==> config.mk <==
export PLATFORM = sky130hd
export DESIGN_NAME = irq_chain_ctrl
export DESIGN_NICKNAME = d
export VERILOG_FILES = /design/src/rtl/irq_chain_pkg.sv /design/src/rtl/irq_bus_snoop.sv /design/src/rtl/irq_reti_decode.sv /design/src/rtl/irq_prio_resolve.sv /design/src/rtl/irq_chan_slot.sv /design/src/rtl/irq_chain_ctrl.sv
export SDC_FILE = /design/constraint.sdc
export NUM_CORES = 1
export LEC_CHECK = 0
export BUFFER_PORTS_ARGS = -buffer_cell sky130_fd_sc_hd__buf_2
export CAP_MARGIN = 20
export CORE_ASPECT_RATIO = 1.4
export CORE_MARGIN = 4
export CORE_UTILIZATION = 44
export DETAILED_ROUTE_END_ITERATION = 7
export PLACE_DENSITY = 0.69
export SYNTH_ARGS = -nofsm -noshare
export SYNTH_HDL_FRONTEND = slang
export SYNTH_SLANG_ARGS = --single-unit
==> constraint.sdc <==
create_clock -name clk -period 1.9 [get_ports clk]
set_input_delay 0.38 -clock clk [delete_from_list [all_inputs] [get_ports clk]]
set_output_delay 0.38 -clock clk [all_outputs]
set_load 0.02 [all_outputs]
==> src/rtl/irq_chain_pkg.sv <==
package irq_chain_pkg;
   localparam int OPC_W = 8;
   localparam logic [OPC_W-1:0] RET_PREFIX = 8'hED;
   localparam logic [OPC_W-1:0] RET_SECOND = 8'h4D;

   typedef struct packed {
      logic             ack_start;
      logic             ack_cyc;
      logic             fetch_done;
      logic [OPC_W-1:0] fetch_op;
   } bus_evt_t;
endpackage

==> src/rtl/irq_bus_snoop.sv <==
module irq_bus_snoop
   import irq_chain_pkg::*;
(
   input  logic             clk,
   input  logic             rst_n,
   input  logic             m1_n_i,
   input  logic             iorq_n_i,
   input  logic [OPC_W-1:0] data_i,
   output bus_evt_t         evt_o
);
   logic             m1_q;
   logic             ack_cyc_q;
   logic [OPC_W-1:0] data_q;

   always_ff @(posedge clk or negedge rst_n) begin
      if (!rst_n) begin
         m1_q      <= 1'b1;
         ack_cyc_q <= 1'b0;
         data_q    <= '0;
      end else begin
         m1_q      <= m1_n_i;
         data_q    <= data_i;
         ack_cyc_q <= m1_n_i ? 1'b0 : (ack_cyc_q | ~iorq_n_i);
      end
   end

   always_comb begin
      evt_o.ack_start  = ~m1_n_i & ~iorq_n_i & ~ack_cyc_q;
      evt_o.ack_cyc    = ack_cyc_q;
      evt_o.fetch_done = m1_n_i & ~m1_q & ~ack_cyc_q;
      evt_o.fetch_op   = data_q;
   end

   // an acknowledge starts only once per cycle of the fetch strobe
   a_r5_ack_once: assert property (@(posedge clk) disable iff (!rst_n)
      evt_o.ack_start |=> !evt_o.ack_start);
endmodule

==> src/rtl/irq_reti_decode.sv <==
module irq_reti_decode
   import irq_chain_pkg::*;
(
   input  logic     clk,
   input  logic     rst_n,
   input  bus_evt_t evt_i,
   input  logic     iei_i,
   output logic     rel_o
);
   logic pfx_seen_q;

   always_ff @(posedge clk or negedge rst_n) begin
      if (!rst_n)
         pfx_seen_q <= 1'b0;
      else if (evt_i.fetch_done)
         pfx_seen_q <= (evt_i.fetch_op == RET_PREFIX);
   end

   assign rel_o = evt_i.fetch_done & pfx_seen_q & iei_i
                & (evt_i.fetch_op == RET_SECOND);

   // a release happens only on the edge that completes a fetch
   a_r8_release_on_fetch: assert property (@(posedge clk) disable iff (!rst_n)
      rel_o |-> $past(!evt_i.ack_cyc));
endmodule

==> src/rtl/irq_prio_resolve.sv <==
module irq_prio_resolve #(
   parameter int NCH  = 4,
   parameter int CH_W = 2
) (
   input  logic [NCH-1:0]  ip_i,
   input  logic [NCH-1:0]  ius_i,
   input  logic            iei_i,
   output logic [NCH-1:0]  gnt_o,
   output logic [NCH-1:0]  rel_sel_o,
   output logic            any_gnt_o,
   output logic [CH_W-1:0] gnt_idx_o
);
   logic blocked;

   always_comb begin
      blocked = ~iei_i;
      for (int i = 0; i < NCH; i++) begin
         gnt_o[i] = ip_i[i] & ~blocked & ~ius_i[i];
         blocked  = blocked | ip_i[i] | ius_i[i];
      end
   end

   assign rel_sel_o = ius_i & (~ius_i + NCH'(1));
   assign any_gnt_o = |gnt_o;

   always_comb begin
      gnt_idx_o = '0;
      for (int i = NCH - 1; i >= 0; i--)
         if (gnt_o[i]) gnt_idx_o = CH_W'(i);
   end
endmodule

==> src/rtl/irq_chan_slot.sv <==
module irq_chan_slot (
   input  logic clk,
   input  logic rst_n,
   input  logic req_i,
   input  logic take_i,
   input  logic rel_i,
   output logic ip_o,
   output logic ius_o
);
   always_ff @(posedge clk or negedge rst_n) begin
      if (!rst_n) begin
         ip_o  <= 1'b0;
         ius_o <= 1'b0;
      end else begin
         ip_o  <= (ip_o & ~take_i) | req_i;
         ius_o <= (ius_o | take_i) & ~rel_i;
      end
   end

   // a channel is served only out of the pending state
   a_r6_take_needs_pending: assert property (@(posedge clk) disable iff (!rst_n)
      take_i |-> ip_o);
   // once served, the slot is in service on the next cycle
   a_r6_take_sets_service: assert property (@(posedge clk) disable iff (!rst_n)
      take_i |=> ius_o);
endmodule

==> src/rtl/irq_chain_ctrl.sv <==
module irq_chain_ctrl
   import irq_chain_pkg::*;
#(
   parameter int NCH = 4
) (
   input  logic             clk,
   input  logic             rst_n,
   input  logic [NCH-1:0]   chan_req_i,
   input  logic             base_wr_i,
   input  logic [OPC_W-1:0] base_wdata_i,
   input  logic             m1_n_i,
   input  logic             iorq_n_i,
   input  logic [OPC_W-1:0] bus_data_i,
   input  logic             iei_i,
   output logic             ieo_o,
   output logic             int_n_o,
   output logic [OPC_W-1:0] vec_o,
   output logic             vec_oe_o
);
   localparam int CH_W = (NCH > 1) ? $clog2(NCH) : 1;
   localparam int BASE_LSB = CH_W + 1;

   generate
      if (NCH < 1) begin : g_bad_nch
         $error("irq_chain_ctrl: NCH must be at least 1");
      end
      if (BASE_LSB >= OPC_W) begin : g_bad_width
         $error("irq_chain_ctrl: too many channels for the vector width");
      end
   endgenerate

   bus_evt_t          evt;
   logic              rel;
   logic [NCH-1:0]    ip, ius, gnt, rel_sel;
   logic              any_gnt;
   logic [CH_W-1:0]   gnt_idx;
   logic [OPC_W-1:0]  base_q, vec_q;
   logic              vec_hit_q;

   irq_bus_snoop u_snoop (
      .clk(clk), .rst_n(rst_n), .m1_n_i(m1_n_i), .iorq_n_i(iorq_n_i),
      .data_i(bus_data_i), .evt_o(evt));

   irq_reti_decode u_reti (
      .clk(clk), .rst_n(rst_n), .evt_i(evt), .iei_i(iei_i), .rel_o(rel));

   irq_prio_resolve #(.NCH(NCH), .CH_W(CH_W)) u_prio (
      .ip_i(ip), .ius_i(ius), .iei_i(iei_i), .gnt_o(gnt),
      .rel_sel_o(rel_sel), .any_gnt_o(any_gnt), .gnt_idx_o(gnt_idx));

   for (genvar g = 0; g < NCH; g++) begin : g_slot
      irq_chan_slot u_slot (
         .clk(clk), .rst_n(rst_n), .req_i(chan_req_i[g]),
         .take_i(evt.ack_start & gnt[g]), .rel_i(rel & rel_sel[g]),
         .ip_o(ip[g]), .ius_o(ius[g]));
   end

   always_ff @(posedge clk or negedge rst_n) begin
      if (!rst_n)
         base_q <= '0;
      else if (base_wr_i)
         base_q <= base_wdata_i;
   end

   always_ff @(posedge clk or negedge rst_n) begin
      if (!rst_n) begin
         vec_q     <= '0;
         vec_hit_q <= 1'b0;
      end else if (evt.ack_start) begin
         vec_hit_q <= any_gnt;
         if (any_gnt)
            vec_q <= {base_q[OPC_W-1:BASE_LSB], gnt_idx, 1'b0};
      end else if (m1_n_i) begin
         vec_hit_q <= 1'b0;
      end
   end

   assign ieo_o    = iei_i & ~(|ius) & ~((|ip) & ~m1_n_i);
   assign int_n_o  = ~any_gnt;
   assign vec_oe_o = vec_hit_q & ~m1_n_i & ~iorq_n_i;
   assign vec_o    = vec_oe_o ? vec_q : '0;

   // a closed chain upstream silences the block
   a_r3_chain_closed: assert property (@(posedge clk) disable iff (!rst_n)
      !iei_i |-> (!ieo_o && int_n_o));
   // the vector appears only inside an acknowledge and has bit 0 clear
   a_r5_vec_in_ack: assert property (@(posedge clk) disable iff (!rst_n)
      vec_oe_o |-> (!m1_n_i && !iorq_n_i && !vec_o[0]));
   // serving a channel closes the chain on the following cycle
   a_r6_chain_held: assert property (@(posedge clk) disable iff (!rst_n)
      (evt.ack_start && any_gnt) |=> !ieo_o);
   // an acknowledge with no winner drives no vector
   a_r12_no_winner: assert property (@(posedge clk) disable iff (!rst_n)
      (evt.ack_start && !any_gnt) |=> !vec_oe_o);
   // at most one channel wins at a time
   a_r4_one_winner: assert property (@(posedge clk) disable iff (!rst_n)
      $onehot0(gnt));
endmodule

; Word-level counts from Yosys, hierarchy flattened
; Cells that the tools add are included.
[totals]
ff_bits = 35
in_bits = 26
output_inout_bits = 11
elab_cells = 107
[classes]
add_sub_neg = 1
eq_ne = 2
n_mux = 8
n_bitwise = 76
reduce_logical = 5
[ops]
columns = operator, count
row1 = AND 1 bit, 36
row2 = inverter 1 bit, 23
row3 = OR 1 bit, 15
row4 = OR reduction 4 bit, 3
row5 = "== test 8 x 7 -> 1 bit, second input constant", 1
row6 = "== test 8 bit, second input constant", 1
row7 = two-way mux 2 bit, 4
row8 = two-way mux 8 bit, 1
row9 = "adder 4 x 1 -> 4 bit, second input constant", 1
row10 = AND 4 bit, 1
row11 = inverter 4 bit, 1
row12 = two-way mux 1 bit, 3
row13 = AND reduction 2 bit, 1
row14 = nonzero test 2 bit, 1

; Longest topological paths before layout
; Gate-level depths: netlist (run 1).
[logic_depth]
word_depth = 14
depth_mapped = 5

; Hierarchy
; A second synthesis (run 1) with hierarchy kept.
[hier_totals]
hier_cells = 118
area_unflattened_um2 = 1421.4
[by_module_without_submodules]
columns = module, instances, cells_per_inst, area_per_inst_um2, seq_area_each_um2
row1 = irq_chain_ctrl, 1, 50, 638.1, 325.3
row2 = irq_bus_snoop, 1, 15, 289.0, 251.5
row3 = irq_chan_slot, 4, 6, 68.8, 50.0
row4 = irq_prio_resolve, 1, 21, 138.9, 0.0
row5 = irq_reti_decode, 1, 8, 80.1, 25.0

; Worst setup path before layout (run 1)
; OpenSTA, ideal clock, no wires.
[synth_path]
path_kind = register -> output
start = reg g_slot[0].u_slot.ius_o
end = out ieo_o
t_arrival_ns = 1.331
slack_ns = 0.189
path_stages_with_launch = 4
path_buffers = 1
path_cell_list = dfrtp_1 -> buf_6 -> nor4b_2 -> nor3b_1
[synth_via]
elab_chain_len = 4
[synth_rtl]
columns = element, line_no
row1 = start: declaration, irq_chan_slot.sv:8  ; output logic ius_o
row2 = start signal: assignment, irq_chan_slot.sv:16  ; ius_o <= (ius_o | take_i) & ~rel_i;
row3 = OR reduction 4 bit, irq_chain_ctrl.sv:78  ; assign ieo_o = iei_i & ~(|ius) & ~((|ip) & ~m1_n_i);
row4 = inverter 1 bit, irq_chain_ctrl.sv:78
row5 = AND 1 bit (2 in a row), irq_chain_ctrl.sv:78
row6 = end: declaration, irq_chain_ctrl.sv:15  ; output logic ieo_o,
; No other way between the ends.

; Worst setup path after layout (run 1)
[layout_path]
start = reg g_slot[1].u_slot.ius_o
end = out int_n_o
[layout_via]
elab_chain_len = 8
word_cells_on_any_way = 13
[layout_rtl]
columns = element, line_no
row1 = start: declaration, irq_chan_slot.sv:8
row2 = start signal: assignment, irq_chan_slot.sv:16
row3 = OR 1 bit (3 in a row), irq_prio_resolve.sv:19  ; blocked = blocked | ip_i[i] | ius_i[i];
row4 = inverter 1 bit, irq_prio_resolve.sv:18  ; gnt_o[i] = ip_i[i] & ~blocked & ~ius_i[i];
row5 = AND 1 bit (2 in a row), irq_prio_resolve.sv:18
row6 = OR reduction 4 bit (*), irq_prio_resolve.sv:24  ; assign any_gnt_o = |gnt_o;
row7 = inverter 1 bit (*), irq_chain_ctrl.sv:79  ; assign int_n_o = ~any_gnt;
row8 = end: declaration, irq_chain_ctrl.sv:16  ; output logic int_n_o,
; Every way passes the cells marked *; elsewhere a longest branch is shown, timed or not.

==> metrics.md, run 1 <==
| Metric | Value |
|---|---|
| Most used routing layer | `met2` |
| Largest fanout on the critical path | `7` |
| Chip Width | `55.01 um` |
| Slack of the worst reg-to-reg path | `0.05 ns` |
| Setup Crit Path Kind | `register to output pin` |
| DR DRC count | `0` |
| Element type at the critical path start | `register` |
| Met3 demand-to-capacity share in global routing | `0.07099` |
| Half-perimeter wire length of the detailed placement result | `2.085 mm` |
| Fraction of the yosys area taken by sequential cells | `0.5892` |
| Worst clock skew | `0.005273 ns` |
| Origin of the worst setup path | `g_slot[1].u_slot.ius_o` |
| Starting utilization of the core area | `0.4684` |
| CTS tree | `yes` |
| Final Net Count | `179` |
| Worst slew slack as a fraction of its limit | `0.5411` |
| Post-synth top flop | `sky130_fd_sc_hd__dfrtp_1` |
| Setup crit end | `int_n_o` |
| Actual transition at the worst max-transition pin | `0.6883 ns` |
| Wire length reported by the detailed router | `2.840 mm` |
| H-tree levels | `2` |
| Post-synth EDFFs | `0` |
| Average via count per standard cell | `5.183` |
| Crit path time final | `1.867 ns` |
| Routability cong. | `0.8017` |
| Number of antenna violations at the first check in global routing | `0` |
| Number of max-cap violations | `0` |
| Total global routing overflow | `0` |
| Part of the cycle the worst path needs | `0.9828` |
| Average wire per standard cell | `14.87 um` |
| Worst skew pair latency | `0.28 ns` |
| DRT Pass-1 Iters | `4` |
| Required time at the endpoint of the critical path | `1.52 ns` |
| Ports | `37` |
| Share of post-route cells with drive strength above 1 | `0.4545` |
| Placed instance count | `179` |
| Worst min-delay path class | `input port to asynchronous set/reset pin` |
| Gate Count Post-Synth | `108` |
| Core Area | `2907 sq um` |
| Via count of the first global-routing pass | `1,047` |
| Worst ir drop on vdd | `0.6183 mV` |
| Category of the worst setup path capture point | `output pin` |
| Initial DRC Count | `20` |
| Post-route antenna net violation count | `0` |
| Clock root buffer master | `sky130_fd_sc_hd__clkbuf_8` |
| Max Clock Freq | `0.5355 GHz` |
| Library cell with the largest summed area after synthesis | `sky130_fd_sc_hd__dfrtp_1` |
| Area delta synth->final | `29.69%` |
| Antenna diode count | `0` |
| Fraction of post-synthesis cell area in the top cell type by area | `0.5699` |
| Static Leakage | `0.8407 nW` |
| Syn Nets | `134` |
| Critical R2R Launch | `g_slot[1].u_slot.ius_o` |
| Global-route track usage on met2 | `0.2737` |
| Met1 demand-to-capacity share in global routing | `0.1728` |
| Final core area utilization | `0.6074` |
| Number of warnings reported in the yosys synthesis log | `0` |
| Sinks on Clock Net | `32` |
| Async S/R FF share, synth | `1.000` |
| Maximum buffer depth of the clock tree | `2` |
| Maximum number of pins on one net before global-route repair | `33` |
| Fill cells | `252` |
| Overall die area | `4061 sq um` |
| Total number of placement rows | `23` |
| Library cells used by synthesis | `33` |
| Vias after detailed routing | `990` |
| Reg clk slew, reported paths | `0.06 ns` |
| Final Max Tran Viols | `0` |
| First-pass GRT wire length | `4.636 mm` |
| Arrival time worst endpoint | `1.49 ns` |
| Worst flop-to-flop path endpoint | `vec_q[4]` |
| Cells on worst reg2reg path | `6` |
| Final setup violation count | `0` |
| Mapped Avg Cell Area | `12.60 sq um` |
| Vertical extent of the die | `73.82 um` |
| Post-synthesis cell area | `1361 sq um` |
| Cts bufs inserted | `5` |
| Final hold violation count | `0` |
| List of most frequent post-synthesis cells | `31 x sky130_fd_sc_hd__dfrtp_1, 6 x sky130_fd_sc_hd__and2_1, 6 x sky130_fd_sc_hd__inv_1, 6 x sky130_fd_sc_hd__nand2_1, 6 x sky130_fd_sc_hd__o21ai_0` |
| Final std cells w/o fill | `191` |
| Top post-synthesis cells by area | `sky130_fd_sc_hd__dfrtp_1 57%, sky130_fd_sc_hd__mux2_4 5.5%, sky130_fd_sc_hd__mux2_2 4.1%` |
| Result of the run | `completed` |
| Number of I/O port buffers | `32` |
| Setup repair after global routing missed its margin | `true` |
| Power per cell area | `944.8 nW/um^2` |
| Number of synthesized register bits | `32` |
| Cell with the most instances after synthesis | `sky130_fd_sc_hd__dfrtp_1` |
| Tot GR Track Use | `0.1663` |
[repair_timing]
action | CTS | global route
setup endpoints to repair | 1 | 2
hold buffers | 0 | 0
resized for setup | 5 | 7
pin swaps | 1 | 3
buffers inserted | 1 | 3
[worst min path at each step]
stage | slack, ns | end
6_report | 0.14 | u_snoop.data_q[4]
2_1_floorplan | 0.08 | base_q[3]
3_5_place_dp | 0.47 | u_snoop.data_q[5]
5_1_grt | 0.18 | u_snoop.data_q[0]
4_1_cts | 0.16 | u_snoop.data_q[4]
3_3_place_gp | 0.45 | u_snoop.data_q[5]
[area by class of cell]
type	instances	area, sq um	area share
flip-flops and latches	32	805.8	0.4564
multi-input cells	68	564.3	0.3196
repair buffers	40	226.5	0.1283
clock buffers	8	100.1	0.05670
well taps	37	46.29	0.02622
inverters	6	22.52	0.01276
[stage by stage]
stage / power (W) / hold WS (ns) / setup slack, ns / cell area, sq um / TNS (ns)
detailed placement: 0.001093 / 0.4695 / 0.1677 / 1579 / 0
CTS: 0.001681 / 0.1620 / 0.005592 / 1713 / 0
floorplan: 0.001008 / 0.08441 / 0.1894 / 1361 / 0
global placement: 0.001076 / 0.4532 / 0.2058 / 1579 / 0
global route: 0.001760 / 0.1806 / -0.02665 / 1765 / -0.06757
finish: 0.001668 / 0.1362 / 0.03267 / 1765 / 0
[cell families (layout without fill, tap and decap cells)]
group | after synthesis | count (layout) | share of synthesized area
other cells | 1 | 1 | 0.002755
compound gates | 19 | 19 | 0.09744
buf+inv | 8 | 54 | 0.03033
mux | 11 | 11 | 0.1039
flops | 32 | 32 | 0.5892
simple gates | 37 | 37 | 0.1765
[routing by layer]
metal,vias up,share of wire
met3,4,0.077
met2,36,0.53
li1,466,-
met1,484,0.37
met5,-,0
met4,0,0.021
[cells in the final DEF, fill, tap and decap left out, drive strengths merged]
cell type / n
o41ai: 1
mux2: 10
o32a: 1
nor3b: 2
o21bai: 1
and4b: 1
nor2b: 1
dfstp: 1
o31ai: 1
a21o: 3
o31a: 1
a21oi: 4
inv: 6
buf: 40
nand2b: 3
conb: 1
nand2: 6
nand3: 1
clkbuf: 8
nor3: 4
nor4b: 3
nor2: 4
nor4bb: 1
o21a: 1
and3: 1
dfrtp: 31
and2: 6
nand4: 4
mux2i: 1
o21ai: 6
[flip-flops by register name (all words and copies together) (netlist names)]
name,count
u_snoop.data_q,8
vec_q,7
base_q,5
g_slot.u_slot.ip_o,4
g_slot.u_slot.ius_o,4
u_reti.pfx_seen_q,1
u_snoop.ack_cyc_q,1
u_snoop.m1_q,1
vec_hit_q,1
[power by group]
part | total, W | switching (W) | internal, W
Combinational | 0.000250 | 0.000103 | 0.000147
Clock | 0.000562 | 0.000231 | 0.000330
Sequential | 0.000856 | 0.0000754 | 0.000781
[worst max-delay path: stages, from the launching register on]
cell and delay (ns):
sky130_fd_sc_hd__dfrtp_2 0.48, sky130_fd_sc_hd__nor4b_4 0.31, sky130_fd_sc_hd__and3_4 0.24, sky130_fd_sc_hd__nor3_4 0.05, sky130_fd_sc_hd__buf_6 0.13
No activity file was read; power rests on OpenSTA's default activity.
==> inputs of run 2 (changes only) <==
--- a/config.mk
+++ b/config.mk
@@ -5,13 +5,15 @@
 export SDC_FILE = /design/constraint.sdc
 export NUM_CORES = 1
 export LEC_CHECK = 0
-export BUFFER_PORTS_ARGS = -buffer_cell sky130_fd_sc_hd__buf_2
+export BUFFER_PORTS_ARGS = -buffer_cell sky130_fd_sc_hd__buf_4
 export CAP_MARGIN = 20
 export CORE_ASPECT_RATIO = 1.4
 export CORE_MARGIN = 4
 export CORE_UTILIZATION = 44
+export CTS_CLUSTER_SIZE = 40
 export DETAILED_ROUTE_END_ITERATION = 7
-export PLACE_DENSITY = 0.69
+export PLACE_DENSITY = 0.68
 export SYNTH_ARGS = -nofsm -noshare
 export SYNTH_HDL_FRONTEND = slang
+export SYNTH_HIERARCHICAL = 1
 export SYNTH_SLANG_ARGS = --single-unit
==> metrics.md, run 2 <==
| Metric | Value |
|---|---|
| Result of the run | `completed` |
| Worst skew pair latency | `0.27 ns (about the same)` |
| Post-route antenna net violation count | `0 (unchanged)` |
| Chain of cells forming the critical path | `nor3_4, nand2_2, o211ai_1, inv_1, buf_6` |
| Met1 demand-to-capacity share in global routing | `0.1408 (-0.03199)` |
| Starting utilization of the core area | `0.4571 (-0.01124)` |
| Clock root buffer master | `sky130_fd_sc_hd__clkbuf_8` |
| Setup repair after global routing missed its margin | `true` |
| Number of warnings reported in the yosys synthesis log | `6 (+6)` |
| Vertical extent of the die | `75.07 um (+1.7%)` |
| Placed instance count | `187 (+4.5%)` |
| Met3 demand-to-capacity share in global routing | `0.04117 (-0.02983)` |
| Part of the cycle the worst path needs | `0.9711 (-0.01175)` |
| Maximum buffer depth of the clock tree | `2 (unchanged)` |
| First-pass GRT wire length | `4.540 mm (-2.1%)` |
| Peak per-stage delay on the critical path | `0.46 ns (-0.02 ns)` |
| Max Clock Freq | `0.5420 GHz (+1.2%)` |
| DR DRC count | `0 (unchanged)` |
| Ports | `37 (unchanged)` |
| Final core area utilization | `0.5947 (-0.01274)` |
| CTS tree | `yes` |
| Power per cell area | `821.8 nW/um^2 (-13%)` |
| Critical Path Slowest Stage Cell | `sky130_fd_sc_hd__dfrtp_2` |
| Number of flip-flops under the largest register name | `8 (unchanged)` |
| Required time at the endpoint of the critical path | `1.52 ns (about the same)` |
| Arrival time worst endpoint | `1.47 ns (-0.02 ns)` |
| Post-synthesis cell area | `1414 sq um (+3.9%)` |
| Reg clk slew, reported paths | `0.06 ns (about the same)` |
| Commonest non-fill, non-tap cells in the layout | `37 x sky130_fd_sc_hd__buf_4, 28 x sky130_fd_sc_hd__dfrtp_1, 12 x sky130_fd_sc_hd__and2_1, 12 x sky130_fd_sc_hd__mux2_2, 11 x sky130_fd_sc_hd__inv_1` |
| Worst clock skew | `0.002385 ns (-0.002888 ns)` |
| Share of post-route cells with drive strength above 1 | `0.4688 (+0.01420)` |
| Element type at the critical path start | `register` |
| Syn Nets | `143 (+6.7%)` |
| Antenna diode count | `0 (unchanged)` |
| Routability cong. | `0.7503 (-6.4%)` |
| DRT Pass-1 Iters | `2 (-2)` |
| Total global routing overflow | `0 (unchanged)` |
| Average via count per standard cell | `4.910 (-5.3%)` |
| Global-route track usage on met2 | `0.2724 (-0.001316)` |
| Final Max Tran Viols | `0 (unchanged)` |
| Final setup violation count | `0 (unchanged)` |
| Most common cell after layout, fill and taps aside | `sky130_fd_sc_hd__buf_4` |
| Crit path time final | `1.845 ns (-0.02232 ns)` |
| Mapped Avg Cell Area | `12.08 sq um (-4.1%)` |
| Post-CTS Hold Fix Bufs | `0 (unchanged)` |
| Number of I/O port buffers | `32 (unchanged)` |
| Final Net Count | `186 (+3.9%)` |
| Setup Crit Path Kind | `register to output pin` |
| Vias after detailed routing | `977 (-1.3%)` |
| Core Area | `3093 sq um (+6.4%)` |
| Overall die area | `4197 sq um (+3.4%)` |
| H-tree levels | `2 (unchanged)` |
| Sinks on Clock Net | `32 (unchanged)` |
| Gate Count Post-Synth | `117 (+8.3%)` |
| Worst min-delay path class | `input port to asynchronous set/reset pin` |
| Via count of the first global-routing pass | `1,046 (-0.096%)` |
| Tot GR Track Use | `0.1411 (-0.02525)` |
| Average wire per standard cell | `14.25 um (-4.2%)` |
| Final hold violation count | `0 (unchanged)` |
| Half-perimeter wire length of the detailed placement result | `2.085 mm (about the same)` |
| Number of antenna violations at the first check in global routing | `0 (unchanged)` |
| Top Registers | `u_snoop/data_q x8, vec_q x7, base_q x5` |
| Initial DRC Count | `12 (-40%)` |
| Maximum number of pins on one net before global-route repair | `33 (unchanged)` |
| Most used routing layer | `met2` |
| Worst ir drop on vdd | `0.6470 mV (+4.6%)` |
| Static Leakage | `0.8765 nW (+4.3%)` |
| Largest fanout on the critical path | `6 (-1)` |
| Number of max-cap violations | `0 (unchanged)` |
| Final hold slack | `0.02833 ns (-0.1079 ns)` |
| Category of the worst setup path capture point | `output pin` |
| Fill cells | `268 (+6.3%)` |
| Chip Width | `55.91 um (+1.6%)` |
| Slack of the worst reg-to-reg path | `0.26 ns (+0.21 ns)` |
| Wire length reported by the detailed router | `2.836 mm (-0.14%)` |
| Total number of placement rows | `24 (+4.3%)` |
| Final std cells w/o fill | `199 (+4.2%)` |
| Cts bufs inserted | `5 (unchanged)` |
| Largest register by flop count | `u_snoop/data_q` |
| Area delta synth->final | `30.09%` |
-- run 2: changes by cell type in the layout (fill, tap and decap cells not counted), sizes merged, moves of 5 or more --
cell,previous run,this run
o21ai,6,1
and2,6,16
nor2,4,10
inv,6,11
-- run 2: layer usage --
metal  wire [um]  vias up
met5           0        -
met4          43        0
met3         152        5
met2        1573       24
met1        1068      474
li1            -      474
-- run 2: final cells by class --
class                      count  area (sq um)  share of cell area
clock buffer                   6         72.57             0.03946
clock inverter                 1         5.005            0.002721
inverter                      11         41.29             0.02245
multi-input combinational     72         576.8              0.3136
sequential                    32         805.8              0.4381
tap                           39         48.80             0.02653
timing repair buffer          38         289.0              0.1571
-- run 2: worst max-delay path, delay by kind of cell, from the launching register on --
kind            cells  cell delay (ns)
buf+inv             2             0.21
compound gates      1             0.24
simple gates        2             0.27
flops               1             0.46
-- run 2: repair_timing --
action / in CTS / in global routing
setup endpoints to repair: 1 / 1
resized for setup: 2 / 5
setup buffers: 3 / 2
pin swaps: 3 / 4
-- run 2: through the flow --
| stage | cell area [sq um] | TNS, ns | worst slack [ns] | total power, W |
|---|---|---|---|---|
| 2_1_floorplan | 1414 | 0 | 0.3239 | 0.0009216 |
| 3_3_place_gp | 1695 | 0 | 0.1601 | 0.0009972 |
| 3_5_place_dp | 1695 | 0 | 0.1480 | 0.001011 |
| 4_1_cts | 1798 | 0 | 0.01009 | 0.001509 |
| 5_1_grt | 1839 | -0.04398 | -0.04398 | 0.001590 |
| 6_report | 1839 | 0 | 0.05499 | 0.001512 |
-- run 2: where the power goes --
| group | switching, W | internal [W] | total, W |
|---|---|---|---|
| Combinational | 0.0000936 | 0.000136 | 0.000230 |
| Sequential | 0.0000567 | 0.000756 | 0.000813 |
| Clock | 0.000220 | 0.000248 | 0.000469 |
-- run 2: path summary, 6_finish.rpt --
| check | startpoint | end | cells past startpoint |
|---|---|---|---|
| min | rst_n | g_slot[1].u_slot/ip_o | 1 |
| max reg2reg | g_slot[0].u_slot/ius_o | vec_q[5] | 6 |
| min in group clk | bus_data_i[7] | u_snoop/data_q[7] | 1 |
| min reg2reg | vec_q[7] | vec_q[7] | 1 |
| max in group asynchronous | rst_n | u_snoop/m1_q | 1 |
| max | g_slot[0].u_slot/ius_o | int_n_o | 5 |
==> inputs of run 3 (changes only) <==
--- a/config.mk
+++ b/config.mk
@@ -6,13 +6,11 @@
 export NUM_CORES = 1
 export LEC_CHECK = 0
 export BUFFER_PORTS_ARGS = -buffer_cell sky130_fd_sc_hd__buf_4
-export CAP_MARGIN = 20
 export CORE_ASPECT_RATIO = 1.4
 export CORE_MARGIN = 4
-export CORE_UTILIZATION = 44
+export CORE_UTILIZATION = 35
 export CTS_CLUSTER_SIZE = 40
 export DETAILED_ROUTE_END_ITERATION = 7
-export PLACE_DENSITY = 0.68
 export SYNTH_ARGS = -nofsm -noshare
 export SYNTH_HDL_FRONTEND = slang
 export SYNTH_HIERARCHICAL = 1
==> metrics.md, run 3 (same netlist as run 2, synthesis figures left out) <==
| Metric | Value |
|---|---|
| Number of flip-flops under the largest register name | `8 (unchanged)` |
| Antenna diode count | `0 (unchanged)` |
| First-pass GRT wire length | `4.678 mm (+3.0%)` |
| Half-perimeter wire length of the detailed placement result | `2.049 mm (-1.7%)` |
| Final core area utilization | `0.4802 (-0.1145)` |
| H-tree levels | `2 (unchanged)` |
| Setup Crit Path Kind | `register to output pin` |
| Chip Width | `61.72 um (+10%)` |
| Final Max Tran Viols | `0 (unchanged)` |
| Maximum number of pins on one net before global-route repair | `33 (unchanged)` |
| Part of the cycle the worst path needs | `0.9840 (+0.01294)` |
| Category of the worst setup path capture point | `output pin` |
| Reg clk slew, reported paths | `0.06 ns (about the same)` |
| Number of max-cap violations | `0 (unchanged)` |
| Final setup violation count | `0 (unchanged)` |
| Final Net Count | `185 (-0.54%)` |
| Fin Setup TNS | `0 ns (unchanged)` |
| Critical R2R Launch | `g_slot[1].u_slot/ius_o` |
| Vias after detailed routing | `975 (-0.20%)` |
| DRT Pass-1 Iters | `4 (+2)` |
| Result of the run | `completed` |
| Multi-input gate area | `574.3 sq um (-0.43%)` |
| Initial DRC Count | `6 (-6)` |
| Top Registers | `u_snoop/data_q x8, vec_q x7, base_q x5` |
| Overall Power | `0.001727 W (+14%)` |
| Arrival time worst endpoint | `1.49 ns (+0.02 ns)` |
| Average wire per standard cell | `13.74 um (-3.6%)` |
| Worst min-delay path class | `input port to asynchronous set/reset pin` |
| Average via count per standard cell | `4.803 (-2.2%)` |
| Static Leakage | `0.8931 nW (+1.9%)` |
| Slack of the worst reg-to-reg path | `0.26 ns (about the same)` |
| Element type at the critical path start | `register` |
| Cells on worst reg2reg path | `7 (+1)` |
| Final hold slack | `0.03081 ns (+0.002481 ns)` |
| Fill cells | `367 (+37%)` |
| Largest fanout on the critical path | `5 (-1)` |
| Number of I/O port buffers | `32 (unchanged)` |
| Wire length reported by the detailed router | `2.790 mm (-1.6%)` |
| Max Clock Freq | `0.5349 GHz (-1.3%)` |
| Required time at the endpoint of the critical path | `1.52 ns (about the same)` |
| Worst ir drop on vdd | `0.7842 mV (+21%)` |
| Post-route antenna net violation count | `0 (unchanged)` |
| Maximum buffer depth of the clock tree | `2 (unchanged)` |
| Clock root buffer master | `sky130_fd_sc_hd__clkbuf_8` |
| Origin of the worst setup path | `g_slot[1].u_slot/ius_o` |
| Storage cell area | `804.5 sq um (-0.16%)` |
| Cts bufs inserted | `5 (unchanged)` |
| Total global routing overflow | `0 (unchanged)` |
| Commonest non-fill, non-tap cells in the layout | `36 x sky130_fd_sc_hd__buf_4, 29 x sky130_fd_sc_hd__dfrtp_1, 12 x sky130_fd_sc_hd__and2_1, 12 x sky130_fd_sc_hd__mux2_2, 11 x sky130_fd_sc_hd__inv_1` |
| Final hold violation count | `0 (unchanged)` |
| Core Area | `3919 sq um (+27%)` |
| Overall die area | `5135 sq um (+22%)` |
| Tot GR Track Use | `0.1239 (-0.01713)` |
| Most common cell after layout, fill and taps aside | `sky130_fd_sc_hd__buf_4` |
| Setup repair after global routing missed its margin | `true` |
| DR DRC count | `0 (unchanged)` |
| Routability cong. | `0.7872 (+4.9%)` |
| Ports | `37 (unchanged)` |
| Worst skew pair latency | `0.28 ns (about the same)` |
| Power per cell area | `917.5 nW/um^2 (+12%)` |
| Area delta synth->final | `33.10%` |
| Vertical extent of the die | `83.20 um (+11%)` |
| Worst clock skew | `0.003241 ns (+0.0008561 ns)` |
| Share of post-route cells with drive strength above 1 | `0.4750 (+0.006250)` |
| Sinks on Clock Net | `32 (unchanged)` |
| Starting utilization of the core area | `0.3608 (-0.09633)` |
| Total number of placement rows | `27 (+13%)` |
| Largest register by flop count | `u_snoop/data_q` |
| CTS tree | `yes` |
| Crit path time final | `1.870 ns (+0.02459 ns)` |
| Via count of the first global-routing pass | `1,026 (-1.9%)` |
| Number of antenna violations at the first check in global routing | `0 (unchanged)` |
==> run 3: changes by cell type in the layout (fill, tap and decap cells not counted) <==
cell	previous run	this run
sky130_fd_sc_hd__nor4_2	0	1
sky130_fd_sc_hd__nor4_1	3	2
sky130_fd_sc_hd__clkbuf_8	5	7
sky130_fd_sc_hd__dfrtp_2	3	2
sky130_fd_sc_hd__clkbuf_1	1	0
sky130_fd_sc_hd__nor4b_4	1	0
sky130_fd_sc_hd__buf_4	37	36
sky130_fd_sc_hd__nor4b_2	0	1
sky130_fd_sc_hd__dfrtp_1	28	29
sky130_fd_sc_hd__clkinv_2	1	0
sky130_fd_sc_hd__bufinv_16	0	1
==> run 3: power by group <==
part           total, W  switching (W)  internal (W)
Clock          0.000705       0.000242      0.000462
Combinational  0.000210      0.0000871      0.000123
Sequential     0.000811      0.0000556      0.000756
==> run 3: critical path, stage by stage, from the launching register on <==
cell and delay, ns:
sky130_fd_sc_hd__dfrtp_2 0.45, sky130_fd_sc_hd__buf_4 0.15, sky130_fd_sc_hd__nor4_2 0.27, sky130_fd_sc_hd__o211a_1 0.20, sky130_fd_sc_hd__buf_4 0.14
==> run 3: worst paths after layout <==
path | end
setup / recovery | ieo_o
min in group clk | u_snoop/data_q[5]
hold reg to reg | vec_q[6]
max in group asynchronous | u_snoop/m1_q
hold / removal | vec_q[3]
setup reg to reg | g_slot[3].u_slot/ip_o
==> run 3: final cells by class <==
| cell class | instances | share of cell area |
|---|---|---|
| Clock buffer | 7 | 0.05120 |
| Multi-Input combinational cell | 72 | 0.3052 |
| Sequential cell | 32 | 0.4275 |
| Timing Repair Buffer | 37 | 0.1496 |
| Tap cell | 43 | 0.02859 |
| Clock inverter | 1 | 0.01596 |
| Inverter | 11 | 0.02194 |
==> run 3: routing by layer <==
metal	share of wire	vias to the layer above	global-route usage	routed length (um)
met5	0	-	0	0
met4	0.034	0	0.06950	94
met3	0.066	10	0.04977	184
met2	0.52	29	0.1888	1460
met1	0.38	467	0.1421	1051
li1	-	469	-	-
==> run 3: per-stage QoR <==
step	instance area (sq um)	std cells	worst slack [ns]
CTS	1858	203	0.01046
finish	1882	203	0.03040
global route	1882	203	-0.08148
detailed placement	1700	191	0.1304
floorplan	1414	117	0.3239
global placement	1700	191	0.1488
==> run 3: timing repair <==
item | in CTS | in global routing
gates resized for setup | 1 | 5
setup endpoints to repair | 1 | 2
buffers inserted | 4 | 0
pin swaps | 5 | 1
hold buffers | 0 | 0
